--- src/rtl/svr_pkg.sv ---
package svr_pkg;

    localparam int NUM_CH  = 2;
    localparam int CH_LEFT = 0;
    localparam int CH_RGHT = 1;
    localparam int SEL_W   = 2;
    localparam int ROUTE_W = NUM_CH * SEL_W;

    typedef enum logic [1:0] {
        ST_TRACK  = 2'd0,
        ST_FALL   = 2'd1,
        ST_SILENT = 2'd2,
        ST_RISE   = 2'd3
    } ramp_state_t;

    typedef enum logic [SEL_W-1:0] {
        SEL_MUTE  = 2'b00,
        SEL_RIGHT = 2'b01,
        SEL_LEFT  = 2'b10,
        SEL_MONO  = 2'b11
    } route_sel_t;

endpackage

--- src/rtl/svr_gain_ctrl.sv ---
module svr_gain_ctrl
    import svr_pkg::*;
#(
    parameter int CODE_W = 8
) (
    input  logic                              clk,
    input  logic                              rst_n,
    input  logic                              sample_stb,
    input  logic                              soft_mute,
    input  logic [NUM_CH-1:0][CODE_W-1:0]     code_i,
    output logic [NUM_CH-1:0][CODE_W-1:0]     gain_o,
    output ramp_state_t                       state_o
);

    ramp_state_t                      state_q, state_d;
    logic [NUM_CH-1:0][CODE_W-1:0]    gain_q, gain_d;
    logic [NUM_CH-1:0][CODE_W-1:0]    step_dn, step_up;
    logic [NUM_CH-1:0]                dn_zero, up_done;

    // Per-channel step candidates.
    generate
        for (genvar c = 0; c < NUM_CH; c++) begin : g_step
            assign step_dn[c] = (gain_q[c] == '0) ? '0 : gain_q[c] - 1'b1;
            assign step_up[c] = (gain_q[c] < code_i[c]) ? gain_q[c] + 1'b1
                                                         : code_i[c];
            assign dn_zero[c] = (step_dn[c] == '0);
            assign up_done[c] = (step_up[c] == code_i[c]);
        end
    endgenerate

    // Next-state and next-gain logic, evaluated on each strobe.
    always_comb begin
        state_d = state_q;
        gain_d  = gain_q;
        if (sample_stb) begin
            if (soft_mute) begin
                gain_d  = step_dn;
                state_d = (&dn_zero) ? ST_SILENT : ST_FALL;
            end else begin
                unique case (state_q)
                    ST_TRACK: begin
                        gain_d  = code_i;
                        state_d = ST_TRACK;
                    end
                    ST_FALL, ST_SILENT, ST_RISE: begin
                        gain_d  = step_up;
                        state_d = (&up_done) ? ST_TRACK : ST_RISE;
                    end
                endcase
            end
        end
    end

    // State register.
    always_ff @(posedge clk) begin
        if (!rst_n) begin
            state_q <= ST_TRACK;
        end else begin
            state_q <= state_d;
        end
    end

    // Output (gain) register.
    always_ff @(posedge clk) begin
        if (!rst_n) begin
            gain_q <= '0;
        end else begin
            gain_q <= gain_d;
        end
    end

    assign gain_o  = gain_q;
    assign state_o = state_q;

endmodule

--- src/rtl/svr_scaler.sv ---
module svr_scaler #(
    parameter int SAMPLE_W = 16,
    parameter int CODE_W   = 8
) (
    input  logic [SAMPLE_W-1:0] sample_i,
    input  logic [CODE_W-1:0]   gain_i,
    output logic [SAMPLE_W-1:0] scaled_o
);

    localparam int PROD_W = SAMPLE_W + CODE_W + 1;

    logic signed [PROD_W-1:0] samp_ext;
    logic signed [PROD_W-1:0] gain_ext;
    logic signed [PROD_W-1:0] product;

    assign samp_ext = {{(CODE_W + 1){sample_i[SAMPLE_W-1]}}, sample_i};
    assign gain_ext = {{(SAMPLE_W + 1){1'b0}}, gain_i};
    assign product  = samp_ext * gain_ext;

    // Full-scale code is exact unity; other codes take code/2^CODE_W, floored.
    always_comb begin
        if (gain_i == '1) begin
            scaled_o = sample_i;
        end else begin
            scaled_o = product[SAMPLE_W+CODE_W-1:CODE_W];
        end
    end

endmodule

--- src/rtl/svr_router.sv ---
module svr_router
    import svr_pkg::*;
#(
    parameter int SAMPLE_W = 16
) (
    input  logic [SAMPLE_W-1:0]               left_i,
    input  logic [SAMPLE_W-1:0]               right_i,
    input  logic [ROUTE_W-1:0]                route_i,
    output logic [NUM_CH-1:0][SAMPLE_W-1:0]   mix_o
);

    localparam int SUM_W = SAMPLE_W + 1;

    logic signed [SUM_W-1:0]  sum_wide;
    logic [SAMPLE_W-1:0]      mono;

    assign sum_wide = $signed({left_i[SAMPLE_W-1], left_i})
                    + $signed({right_i[SAMPLE_W-1], right_i});
    assign mono     = sum_wide[SUM_W-1:1];

    // Output 0 (left) uses the upper select field, output 1 the lower.
    generate
        for (genvar o = 0; o < NUM_CH; o++) begin : g_out
            route_sel_t sel;
            assign sel = route_sel_t'(route_i[(NUM_CH-1-o)*SEL_W +: SEL_W]);
            always_comb begin
                unique case (sel)
                    SEL_MUTE:  mix_o[o] = '0;
                    SEL_RIGHT: mix_o[o] = right_i;
                    SEL_LEFT:  mix_o[o] = left_i;
                    SEL_MONO:  mix_o[o] = mono;
                endcase
            end
        end
    endgenerate

endmodule

--- src/rtl/stereo_vol_router.sv ---
module stereo_vol_router
    import svr_pkg::*;
#(
    parameter int SAMPLE_W = 16,
    parameter int CODE_W   = 8
) (
    input  logic                 clk,
    input  logic                 rst_n,
    input  logic                 in_valid,
    input  logic [SAMPLE_W-1:0]  in_left,
    input  logic [SAMPLE_W-1:0]  in_right,
    input  logic [CODE_W-1:0]    atten_left,
    input  logic [CODE_W-1:0]    atten_right,
    input  logic                 soft_mute,
    input  logic [ROUTE_W-1:0]   route_code,
    output logic                 out_valid,
    output logic [SAMPLE_W-1:0]  out_left,
    output logic [SAMPLE_W-1:0]  out_right
);

    logic [NUM_CH-1:0][CODE_W-1:0]    codes;
    logic [NUM_CH-1:0][CODE_W-1:0]    gains;
    logic [NUM_CH-1:0][SAMPLE_W-1:0]  samp_q;
    logic [NUM_CH-1:0][SAMPLE_W-1:0]  scaled;
    logic [NUM_CH-1:0][SAMPLE_W-1:0]  mixed;
    logic [ROUTE_W-1:0]               route_q;
    logic                             valid_a;
    ramp_state_t                      ctrl_state;
    logic [CODE_W-1:0]                gain_left, gain_right;

    assign codes[CH_LEFT] = atten_left;
    assign codes[CH_RGHT] = atten_right;
    assign gain_left      = gains[CH_LEFT];
    assign gain_right     = gains[CH_RGHT];

    svr_gain_ctrl #(
        .CODE_W (CODE_W)
    ) u_gain (
        .clk        (clk),
        .rst_n      (rst_n),
        .sample_stb (in_valid),
        .soft_mute  (soft_mute),
        .code_i     (codes),
        .gain_o     (gains),
        .state_o    (ctrl_state)
    );

    // Stage A: capture the sample pair and routing alongside the gains.
    always_ff @(posedge clk) begin
        if (!rst_n) begin
            samp_q  <= '0;
            route_q <= '0;
            valid_a <= 1'b0;
        end else begin
            valid_a <= in_valid;
            if (in_valid) begin
                samp_q[CH_LEFT] <= in_left;
                samp_q[CH_RGHT] <= in_right;
                route_q         <= route_code;
            end
        end
    end

    generate
        for (genvar c = 0; c < NUM_CH; c++) begin : g_scale
            svr_scaler #(
                .SAMPLE_W (SAMPLE_W),
                .CODE_W   (CODE_W)
            ) u_scale (
                .sample_i (samp_q[c]),
                .gain_i   (gains[c]),
                .scaled_o (scaled[c])
            );
        end
    endgenerate

    svr_router #(
        .SAMPLE_W (SAMPLE_W)
    ) u_route (
        .left_i  (scaled[CH_LEFT]),
        .right_i (scaled[CH_RGHT]),
        .route_i (route_q),
        .mix_o   (mixed)
    );

    // Stage B: output registers, loaded only with a valid result.
    always_ff @(posedge clk) begin
        if (!rst_n) begin
            out_valid <= 1'b0;
            out_left  <= '0;
            out_right <= '0;
        end else begin
            out_valid <= valid_a;
            if (valid_a) begin
                out_left  <= mixed[CH_LEFT];
                out_right <= mixed[CH_RGHT];
            end
        end
    end

endmodule

--- config.mk ---
export PLATFORM = sky130hd
export DESIGN_NAME = stereo_vol_router
export DESIGN_NICKNAME = d
export VERILOG_FILES = /design/src/rtl/svr_pkg.sv /design/src/rtl/svr_gain_ctrl.sv /design/src/rtl/svr_scaler.sv /design/src/rtl/svr_router.sv /design/src/rtl/stereo_vol_router.sv
export SDC_FILE = /design/constraint.sdc
export NUM_CORES = 1
export LEC_CHECK = 0
export BUFFER_PORTS_ARGS = -buffer_cell sky130_fd_sc_hd__buf_2
export CAP_MARGIN = 20
export CORE_MARGIN = 4
export CORE_UTILIZATION = 40
export DETAILED_ROUTE_END_ITERATION = 12
export GPL_ROUTABILITY_DRIVEN = 0
export GPL_TIMING_DRIVEN = 0
export SLEW_MARGIN = 5
export SYNTH_ARGS = -nofsm -noshare
export SYNTH_HDL_FRONTEND = slang
export SYNTH_SLANG_ARGS = --single-unit
--- constraint.sdc ---
create_clock -name clk -period 11.7 [get_ports clk]
set_clock_uncertainty 0.1 [all_clocks]
set_input_delay 1.17 -clock clk [delete_from_list [all_inputs] [get_ports clk]]
set_output_delay 1.17 -clock clk [all_outputs]
set_load 0.03 [all_outputs]
* Yosys cells after proc, flatten, opt, wreduce, memory -nomap -nowiden
Cells that the tools add are included.
** Operators by class
- Reductions and logical operators :: 10
- Eq/ne operators :: 13
- $mul :: 2
- Magnitude comparators :: 2
- Add/subtract/negate cells :: 5
- Multiplexer cells :: 14
** Operators by type and width (count)
- $pmux 16 s4 :: 2
- $mul 16x9->24 :: 2
- $mux 16 :: 3
- $logic_not 8->1 :: 4
- $mux 8 :: 4
- $pmux 16 s2 :: 1
- $add 16x16->17 :: 1
- $add 8x1->8 const B :: 2
- $eq 8x8->1 :: 2
- $eq 8x8->1 const B :: 2
- $lt 8x8->1 :: 2
- $sub 8x1->8 const B :: 2
- $eq 2x2->1 const B :: 6
- $eq 2x1->1 const B :: 3
- $logic_not 2->1 :: 3
- $mux 2 :: 3
- $pmux 2 s2 :: 1
- $reduce_and 2->1 :: 2
- $reduce_or 3->1 :: 1
** Storage, ports and cells
- Logic and storage cells :: 56
- Register bits after elaboration :: 88
- Output and inout bits :: 33

* Depth between registers and ports, before layout
- Word-level depth :: 7
- Gate-level depth with buffers :: 33
- Gate-level depth less buffers :: 31

* Cells and area by module
Synthesis repeated with hierarchy kept, for this count alone.
** Unflattened totals
- Cell total of the unflattened synthesis :: 1937
- Area total of the unflattened synthesis :: 15775.1 µm²
** Modules (own cells, without submodules)
- svr_scaler (g_scale[1].u_scale) :: seq. area each 0.0 µm², area each 4693.3 µm², cells an instance 586, times used 1
- svr_scaler (g_scale[0].u_scale) :: seq. area each 0.0 µm², area each 4575.6 µm², cells an instance 558, times used 1
- stereo_vol_router :: seq. area each 1401.3 µm², area each 2658.8 µm², cells an instance 223, times used 1
- svr_gain_ctrl :: seq. area each 360.3 µm², area each 2416.1 µm², cells an instance 345, times used 1
- svr_router :: seq. area each 0.0 µm², area each 1431.4 µm², cells an instance 225, times used 1

* Worst setup path after synthesis
No wires, ideal clock.
- Path kind :: register to register
- Start point :: reg u_gain.gain_q, in the netlist u_gain.gain_o[8]
- End point :: reg out_left[12]
- Path buffers :: 3
- Arrival :: 6929 ps
- Setup slack :: 4547 ps
- Data required time :: 11476 ps
- Cell stages (with the launch flop) :: 30
- Clock period less this slack :: 7153 ps
- Cells stage by stage :: dfxtp_1 buf_2 clkbuf_1 buf_1 nand2_1 fa_1 inv_1 fa_1 inv_1 fa_1 inv_1 fa_1 ha_1 a21oi_1 a21boi_0 o21a_1 o21a_1 o21a_1 o21a_1 o31ai_1 ha_1 a2111o_1 nor3_1 o21ai_0 a31oi_1 a21oi_2 a31oi_1 mux2_1 o21ai_0 a21oi_1
** On the way
- Cells in the longest elaborated chain, start to end :: 4
** RTL lines
- start: declaration :: line svr_gain_ctrl.sv:16 : logic [NUM_CH-1:0][CODE_W-1:0] gain_q, gain_d;
- start signal: assignment :: line svr_gain_ctrl.sv:68 : gain_q <= gain_d;
- $mul 16x9->24 or $eq 8x8->1 (tied branches) :: line svr_scaler.sv:18, svr_scaler.sv:22
- $mux 16 (*) :: line svr_scaler.sv:22 : if (gain_i == '1) begin
- $add 16x16->17 :: line svr_router.sv:18 : + $signed({right_i[SAMPLE_W-1], right_i});
- $pmux 16 s4 (*) :: line svr_router.sv:27 : unique case (sel)
- end signal: assignment :: line stereo_vol_router.sv:95 : out_left <= mixed[CH_LEFT];
- end: declaration :: line stereo_vol_router.sv:17 : output logic [SAMPLE_W-1:0] out_left,
Every way passes the cells marked *; elsewhere a longest branch is shown, timed or not.
A chain may end at the register's enable or synchronous reset.

* Worst setup path in the final report
- Start point :: reg u_gain.gain_q, in the netlist u_gain.gain_o[0]
- End point :: reg out_right[11]
** On the way
- Cells in the longest elaborated chain, start to end :: 4
** RTL lines
- $mul 16x9->24 or $eq 8x8->1 (tied branches) :: line svr_scaler.sv:18, svr_scaler.sv:22
- $mux 16 (*) :: line svr_scaler.sv:22
- $add 16x16->17 :: line svr_router.sv:18
- $pmux 16 s4 (*) :: line svr_router.sv:27
- end signal: assignment :: line stereo_vol_router.sv:96 : out_right <= mixed[CH_RGHT];
- end: declaration :: line stereo_vol_router.sv:18 : output logic [SAMPLE_W-1:0] out_right
Marked as above.

==> metrics.txt <==
vias in the first global route 13330; PwrDens 81.09 nW/um^2; Yosys top cell by area fa_1; Post-synth EDFFs 0; Synth top area share 0.2652; Avg Cell Area, Syn 8.195 um^2; fin util 0.4447; Worst-path clk slew 80 ps; cts hold-fix bufs 0; Die Area 40720 um^2; register area share after synthesis 0.1173; Post-Route WL 42.20 mm; Rel. slew slack 0.2990; startpoint types flip-flop; worst slack at placement 3230 ps; commonest non-fill, non-tap cell in the layout inv_1; Routed wire per std cell 17.56 um; vias 12650; Die W 201.8 um; most frequent cells in the layout inv_1, nand2_1, fa_1; # IOs 89; initial antenna violation count 1; Bufs on Longest Clock Path 2; Pre-antenna DRT Iters 8; share of synthesized registers carrying an async set or reset 0; final worst-path cycle share 0.7232; ANT cells 0; fin crit period 8462 ps; Skew-Pair Late Insertion Delay 380 ps; port buffer count 86; number of remaining DRC errors 0; GRT Util Overall 0.2087; P_leak 8.378 nW; DR vias/cell 5.263; Setup Crit Path Kind reg2reg; Pwr Total 0.001327 W; post-CTS setup buffers 0; Placement Rows 70; global-route wire length before repair 69.22 mm; top post-synthesis cells by area fa_1, dfxtp_1, ha_1; # H-tree levels 3; Sw Pwr 0.0005662 W; Setup-failing EPs final 0; crit path capture type flip-flop; RSZ-0062 raised after global routing no; total grt overflow 0; Flop pwr share 0.252; TritonCTS Buffers 9; crit path buf inv count 7; prevailing post-synth register cell dfxtp_1; TNS Setup 0 ps; Yosys warnings 0; slew at the pin closest to its max-slew limit 1051 ps; clock share of power 0.254; Tightest Hold Check Type reg2reg; Cells after Synth 1833; Starting Density 0.4083; ANT nets after route 0; Seq cells post-synth 88; Final HPWL DP 34.94 mm; CP top delay family compound AO/OA/AOI/OAI gates; initial drt markers 833; core area 36790 um^2; Gate power share 0.494; layout cells sized above 1 0.08372; Syn-to-layout area delta 8.913%; critical path peak fanout 10; CTS root buf clkbuf_16; clock sink count 88; FILL cells 3687; CP arrival 8610 ps; mapped cell area 15020 um^2; outcome completed; Max-Cap Viols 0; synth unique cells 79; post-CTS resize count 0; count of pins over their slew limit 0; Sw Ratio 0.4268; Fin. Hold Viols 0; FMAX 118.2 MHz; largest net degree at the start of global routing 15; Slowest-stage cell, CP fa_1; Die Y-Extent 201.8 um; Final Net Count 2303; final worst slack 3238 ps; Peak VDD IR 0.08431 mV; Worst EP required 11850 ps; total nets after synthesis 2206; CTS tree done; Cell Int Power 0.0007603 W; Max stage delay on crit path 560 ps
==> flip-flops by register name, summed over array words and instances, names as in the netlist <==
signal / cells
out_left: 16
samp_q: 32
u_gain.gain_o: 16
route_q: 4
u_gain.state_o: 2
valid_a: 1
out_right: 16
out_valid: 1
==> path summary, 6_finish.rpt <==
kind	endpoint	slack, ps	depth (start not counted)	from
setup / recovery	out_right[11]	3240	32	u_gain.gain_o[0]
setup reg to reg	out_right[11]	3240	32	u_gain.gain_o[0]
hold reg to reg	out_left[1]	420	2	out_left[1]
hold / removal	out_left[1]	420	2	out_left[1]
==> synthesized netlist by cell type (all sizes together) (7+ instances only) <==
library cell / number
a211oi: 13
a21o: 23
a21oi: 68
a221oi: 10
a31oi: 18
and2: 131
and3: 8
buf: 33
clkbuf: 81
dfxtp: 88
fa: 199
ha: 118
inv: 308
mux2: 9
mux2i: 54
nand2: 203
nand2b: 19
nand3: 16
nand4: 11
nor2: 98
nor2b: 15
nor3: 28
o211ai: 10
o21a: 10
o21ai: 76
o21bai: 7
o221ai: 11
or3: 7
xnor2: 48
xor2: 21
==> layer usage <==
metal  GRT usage  part of all wire  up-vias
met5           0           0.00031        -
met2      0.3589              0.48      357
met1      0.2591              0.42     6115
met3     0.03594             0.060       88
met4     0.08813             0.040        2
li1            -                 -     6086
==> worst reg2reg max path, delay by kind of cell, from the launching register on <==
kind                       cells  cell delay, ps
adders and majority gates      6            2710
xor gates and xnor gates       2             350
DFF                            1             330
AOI/OAI and AO/OA             13            2870
and+or+nand+nor                4             560
buffers and inverters          7            1420
==> power groups by stage <==
| stage | Combinational, W | Clock (W) | Sequential (W) |
|---|---|---|---|
| floorplan | 0.000477 | 0 | 0.000345 |
| detailed placement | 0.000648 | 0 | 0.000341 |
| CTS | 0.000653 | 0.000344 | 0.000335 |
| global route | 0.000737 | 0.000353 | 0.000337 |
| global placement | 0.000636 | 0 | 0.000341 |
| finish | 0.000655 | 0.000337 | 0.000335 |
==> metrics by stage <==
| step | std cells | area [um^2] | hold slack [ps] |
|---|---|---|---|
| global placement | 2387 | 16040 | 413.9 |
| CTS | 2403 | 16360 | 426.5 |
| detailed placement | 2387 | 16040 | 415.3 |
| floorplan | 1833 | 15020 | 404.0 |
| finish | 2403 | 16360 | 424.2 |
| global route | 2403 | 16360 | 438.2 |
==> cell families after synthesis <==
group | Yosys count | synth area share
fa+ha+maj | 317 | 0.3635
mux | 63 | 0.04273
xor+xnor | 69 | 0.04073
flops | 88 | 0.1173
compound gates | 306 | 0.1394
buf+inv | 422 | 0.1104
simple gates | 568 | 0.1859
==> area by class of cell <==
class	instances	area [um^2]	share of cell area
Clock buffer	11	242.7	0.01484
Tap cell	468	585.6	0.03579
Multi-Input combinational cell	1323	11600	0.7091
Clock inverter	5	80.08	0.004895
Timing Repair Buffer	86	430.4	0.02631
Inverter	308	1156	0.07067
Sequential cell	88	1762	0.1077
Buffer	114	501.7	0.03067
No activity file was read; power rests on OpenSTA's default activity.
